`src/rtl/lsc_pkg.sv`:
```
package lsc_pkg;

  localparam int unsigned LSC_LAG_DEF  = 2;
  localparam int unsigned LSC_LANE_DEF = 8;

  typedef enum logic [1:0] {
    PH_OFF  = 2'd0,
    PH_FILL = 2'd1,
    PH_LIVE = 2'd2
  } lsc_phase_e;

endpackage

```
`src/rtl/lsc_delay.sv`:
```
// Aligns the leading core's bundle with the trailing core's bundle.
// The data path has no reset: the gate masks comparison until the
// pipeline has been refilled.
module lsc_delay #(
  parameter int unsigned W   = 64,
  parameter int unsigned LAG = 2
) (
  input  logic         clk,
  input  logic [W-1:0] din,
  output logic [W-1:0] dout
);

  logic [LAG-1:0][W-1:0] stg_q;

  always_ff @(posedge clk) begin
    stg_q[0] <= din;
    for (int s = 1; s < LAG; s++) begin
      stg_q[s] <= stg_q[s-1];
    end
  end

  assign dout = stg_q[LAG-1];

endmodule

```
`src/rtl/lsc_gate.sv`:
```
// Tracks how many consecutive enabled cycles have filled the pipeline.
module lsc_gate
  import lsc_pkg::*;
#(
  parameter int unsigned LAG = 2
) (
  input  logic clk,
  input  logic rst_n,
  input  logic en,
  output logic live
);

  localparam int unsigned CW = $clog2(LAG + 1);
  localparam logic [CW-1:0] FULL = CW'(LAG);

  logic [CW-1:0] fill_q;
  lsc_phase_e    phase;

  always_ff @(posedge clk or negedge rst_n) begin
    if (!rst_n)              fill_q <= '0;
    else if (!en)            fill_q <= '0;
    else if (fill_q != FULL) fill_q <= fill_q + CW'(1);
  end

  always_comb begin
    if (!en)                 phase = PH_OFF;
    else if (fill_q != FULL) phase = PH_FILL;
    else                     phase = PH_LIVE;
  end

  assign live = (phase == PH_LIVE);

endmodule

```
`src/rtl/lsc_diff.sv`:
```
// Lane-split inequality: each lane reduces its XOR, then the lanes are ORed.
module lsc_diff #(
  parameter int unsigned W      = 64,
  parameter int unsigned LANE_W = 8
) (
  input  logic [W-1:0] a,
  input  logic [W-1:0] b,
  output logic         ne
);

  localparam int unsigned NLANE = (W + LANE_W - 1) / LANE_W;
  localparam int unsigned PW    = NLANE * LANE_W;

  logic [PW-1:0]    x;
  logic [NLANE-1:0] lane_ne;

  assign x = PW'(a ^ b);

  for (genvar i = 0; i < NLANE; i++) begin : g_lane
    assign lane_ne[i] = |x[i*LANE_W +: LANE_W];
  end

  assign ne = |lane_ne;

endmodule

```
`src/rtl/lsc_capture.sv`:
```
// Cycle counter plus sticky alarm with first-hit time stamp.
module lsc_capture #(
  parameter int unsigned CNT_W = 32
) (
  input  logic             clk,
  input  logic             rst_n,
  input  logic             clr,
  input  logic             hit,
  output logic             alarm,
  output logic [CNT_W-1:0] fail_cycle
);

  logic [CNT_W-1:0] cyc_q;
  logic             alarm_q;
  logic [CNT_W-1:0] stamp_q;

  always_ff @(posedge clk or negedge rst_n) begin
    if (!rst_n) cyc_q <= '0;
    else        cyc_q <= cyc_q + CNT_W'(1);
  end

  always_ff @(posedge clk or negedge rst_n) begin
    if (!rst_n) begin
      alarm_q <= 1'b0;
      stamp_q <= '0;
    end else if (clr) begin
      alarm_q <= 1'b0;
      stamp_q <= '0;
    end else if (hit && !alarm_q) begin
      alarm_q <= 1'b1;
      stamp_q <= cyc_q;
    end
  end

  assign alarm      = alarm_q;
  assign fail_cycle = stamp_q;

endmodule

```
`src/rtl/lockstep_cmp.sv`:
```
module lockstep_cmp
  import lsc_pkg::*;
#(
  parameter int unsigned BUNDLE_W = 64,
  parameter int unsigned LAG      = LSC_LAG_DEF,
  parameter int unsigned LANE_W   = LSC_LANE_DEF,
  parameter int unsigned CNT_W    = 32
) (
  input  logic                clk,
  input  logic                rst_n,
  input  logic                en,
  input  logic                clr,
  input  logic [BUNDLE_W-1:0] mst_bus,
  input  logic [BUNDLE_W-1:0] chk_bus,
  output logic                alarm,
  output logic [CNT_W-1:0]    fail_cycle
);

  logic [BUNDLE_W-1:0] mst_aligned;
  logic                live;
  logic                differ;
  logic                hit;

  lsc_delay #(.W(BUNDLE_W), .LAG(LAG)) u_delay (
    .clk  (clk),
    .din  (mst_bus),
    .dout (mst_aligned)
  );

  lsc_gate #(.LAG(LAG)) u_gate (
    .clk   (clk),
    .rst_n (rst_n),
    .en    (en),
    .live  (live)
  );

  lsc_diff #(.W(BUNDLE_W), .LANE_W(LANE_W)) u_diff (
    .a  (mst_aligned),
    .b  (chk_bus),
    .ne (differ)
  );

  assign hit = live & differ;

  lsc_capture #(.CNT_W(CNT_W)) u_cap (
    .clk        (clk),
    .rst_n      (rst_n),
    .clr        (clr),
    .hit        (hit),
    .alarm      (alarm),
    .fail_cycle (fail_cycle)
  );

endmodule

```
`config.mk`:
```
export PLATFORM = sky130hd
export DESIGN_NAME = lockstep_cmp
export DESIGN_NICKNAME = d
export VERILOG_FILES = /design/src/rtl/lsc_pkg.sv /design/src/rtl/lsc_delay.sv /design/src/rtl/lsc_gate.sv /design/src/rtl/lsc_diff.sv /design/src/rtl/lsc_capture.sv /design/src/rtl/lockstep_cmp.sv
export SDC_FILE = /design/constraint.sdc
export NUM_CORES = 1
export LEC_CHECK = 0
export BUFFER_PORTS_ARGS = -buffer_cell sky130_fd_sc_hd__clkbuf_2
export CORE_MARGIN = 3
export CORE_UTILIZATION = 54
export CTS_BUF_LIST = sky130_fd_sc_hd__clkbuf_4 sky130_fd_sc_hd__clkbuf_8
export CTS_CLUSTER_SIZE = 14
export DETAILED_ROUTE_END_ITERATION = 7
export PLACE_DENSITY = 0.81
export SLEW_MARGIN = 15
export SYNTH_ARGS = -nofsm -noshare
export SYNTH_HDL_FRONTEND = slang
export SYNTH_HIERARCHICAL = 1
export SYNTH_SLANG_ARGS = --single-unit
```
`constraint.sdc`:
```
create_clock -name clk -period 2.5 [get_ports clk]
set_clock_uncertainty 0.05 [all_clocks]
set_input_delay 0.75 -clock clk [delete_from_list [all_inputs] [get_ports clk]]
set_output_delay 0.75 -clock clk [all_outputs]
set_load 0.02 [all_outputs]
```
==> reports/metrics.csv <==
metric;value;unit
Die Y;115;um
Placer Congestion;0.775;
number of max-cap violations;0;
CTS Hold Bufs;0;
initial antenna violation count;0;
TritonCTS clock tree;done;
layout cells sized above 1;34.5;%
most frequent cells in the layout;164 x clkbuf_2, 128 x dfxtp_1, 87 x xnor2_1, 67 x dfrtp_1, 32 x a22o_1;
total number of vias;3690;
DRC viols;0;
peak supply drop;0.493;mV
Port Buffers;164;
drt first-iter violations;131;
post-synthesis sequential area ratio;65.7;%
core box area;0.0116;mm2
status;finished clean;
HP Class;input port to async pin;
Wirelength per Cell;14.8;um
crit path from;chk_bus[0];
GRT Util Overall;17.4;%
Yosys warnings;6;
die width;115;um
post-layout min period;2.16;ns
gr ovfl total;0;
power density cells;750;mW/mm2
post-synthesis register bit count;195;
RSZ-0062 raised after global routing;no;
I/O Pins;165;
row count;39;
Worst Setup EP;u_cap/fail_cycle[14];
CP delay by family, top;simple AND/OR/NAND/NOR gates;
Vias/cell;4.84;
Avg Synthesized Cell Area;13.2;um2
crit-path cells;clkbuf_2, xnor2_1, nand4_1, nor4_1, buf_4, nand4_1, and2_1, nor3b_2, buf_12, a22o_1;
CP max-delay cell;nor4_1;
Least-Margin Pin Slew;0.625;ns
worst reg2reg path startpoint;u_delay/dout[0];
Final Slew Violations;0;
Worst R2R End;u_cap/fail_cycle[14];
Synth cell types;30;
CTS sink cnt;195;
dpl hpwl;8.64;mm
vias in the first global route;3827;
top fanout value on the critical path;32;
First-pass DRT Iterations;6;
max frequency;463;MHz
CP bufs+invs;3;
Largest stage delay, worst path;0.30;ns
Clk Tree Root Cell;clkbuf_8;
post-CTS setup buffer count;0;
CP Depth;10;
first-pass GRT wire length;17.5;mm
largest net degree at the start of global routing;33;
Most Frequent Cell on Critical Path;nand4_1;
clock slew at reported path FFs;0.10;ns
Critical Path AT;2.45;ns
Max Root-Sink Buffers;2;
crit end category;flop;
TritonCTS buffer count;17;
Final period util;86.4;%
Syn Nets;623;
Worst slew margin;58.0;%
PostCTS Resize Cnt;0;
CP Class;input port to flop;
mapped cell area;0.00645;mm2
Register-to-Register Setup Slack;0.43;ns
clk_lat worst skew;0.45;ns
Startpoint Class;input port;
worst hold slack;0.243;ns
final setup TNS;0;ns
Hold Vio Cnt, Final;0;
H-Tree Depth;4;
Antenna Nets Post-Route;0;
Pleak;0.00345;uW
Setup Viol. Count Final;0;
Synth-to-Final Area Change;14.9;%
Initial Utilization;55.8;%
fin nets;741;
Ant. Diodes;0;
Worst R2R Path Depth;9;
Required @ worst endpoint;2.79;ns
commonest non-fill, non-tap cell in the layout;clkbuf_2;
DRT Wirelength;11.3;mm
Gate Count Post-Synth;489;
Die Area;0.0133;mm2
-- final cells by class --
type,count,area [um2]
fillers,868,4150
clock inverters,12,93.8
flip-flops and latches,195,4240
clock buffers,20,269
inverters,6,22.5
multi-input cells,216,1690
repair buffers,171,923
well taps,143,179
-- where the power goes --
part / leakage [uW] / switching (uW) / internal, uW / total [uW]
Sequential: 0.00200 / 53.6 / 3260 / 3310
Clock: 0.000193 / 1070 / 772 / 1840
Combinational: 0.00126 / 190 / 222 / 412
Total: 0.00345 / 1310 / 4250 / 5560
-- stage by stage --
stage	area (um2)	worst slack (ns)	total power, uW	util, %	std cells
floorplan	6450	0.163	3650	-	489
global placement	7050	-0.0643	3770	61.0	731
detailed placement	7050	-0.140	3800	61.0	731
CTS	7410	0.352	5630	64.1	763
global route	7410	0.235	5800	64.1	763
finish	7410	0.339	5560	64.1	763
-- flip-flops by register name, indices dropped and copies added (netlist names) --
| register | cells |
|---|---|
| u_cap/alarm | 1 |
| u_gate/fill_q | 2 |
| u_delay/dout | 64 |
| u_cap/cyc_q | 32 |
| u_delay/stg_q | 64 |
| u_cap/fail_cycle | 32 |
-- synth_stat cells --
master | n | area, um2
nand4b_1 | 2 | 17.5
buf_4 | 64 | 480
or2_2 | 1 | 6.26
nor3b_1 | 1 | 7.51
a21oi_1 | 1 | 5.00
nor3_1 | 3 | 15.0
and2_1 | 2 | 12.5
nand4_1 | 24 | 150
inv_1 | 6 | 22.5
a22o_1 | 32 | 280
buf_2 | 1 | 5.00
and4_1 | 3 | 26.3
ha_1 | 2 | 25.0
and3_1 | 4 | 25.0
clkbuf_1 | 7 | 26.3
xor2_1 | 8 | 70.1
xnor2_1 | 87 | 762
dfrtp_1 | 67 | 1680
or2_1 | 1 | 6.26
a21boi_2 | 1 | 11.3
nor4_2 | 4 | 50.1
nor4_1 | 4 | 25.0
and2_2 | 1 | 7.51
nand2b_1 | 1 | 6.26
dfxtp_1 | 128 | 2560
or4_4 | 1 | 11.3
nand4_4 | 1 | 21.3
nor2_1 | 7 | 26.3
nand2_1 | 12 | 45.0
nand3_1 | 13 | 65.1
-- metal layers --
| metal | vias to the layer above | global-route usage, % | part of all wire, % |
|---|---|---|---|
| met5 | - | 0 | 0 |
| met4 | 0 | 8.22 | 1.6 |
| met3 | 14 | 6.05 | 6.2 |
| met2 | 125 | 29.2 | 51 |
| met1 | 1736 | 19.9 | 42 |
| li1 | 1815 | - | - |
-- worst min path at each step --
stage	from	to	slack, ns
finish	rst_n	u_cap/fail_cycle[24]	0.24
global route	rst_n	u_cap/fail_cycle[24]	0.25
CTS	rst_n	u_cap/fail_cycle[24]	0.23
detailed placement	u_delay/stg_q[21]	u_delay/dout[21]	0.26
global placement	u_delay/stg_q[7]	u_delay/dout[7]	0.26
floorplan	u_delay/stg_q[0]	u_delay/dout[0]	0.26
-- logic make-up after synthesis --
group	after synthesis	synth area share, %
compound gates	34	4.60
simple gates	85	8.13
buf+inv	78	8.28
fa+ha+maj	2	0.388
xor+xnor	95	12.9
flops	195	65.7
-- worst register-to-register path, cell delays in order, from the launching register on --
cell	delay (ns)
dfxtp_1	0.32
xnor2_1	0.16
nand4_1	0.13
nor4_1	0.30
buf_4	0.17
nand4_1	0.09
and2_1	0.19
nor3b_2	0.18
buf_12	0.16
a22o_1	0.21
(Power assumes the default switching activity.)
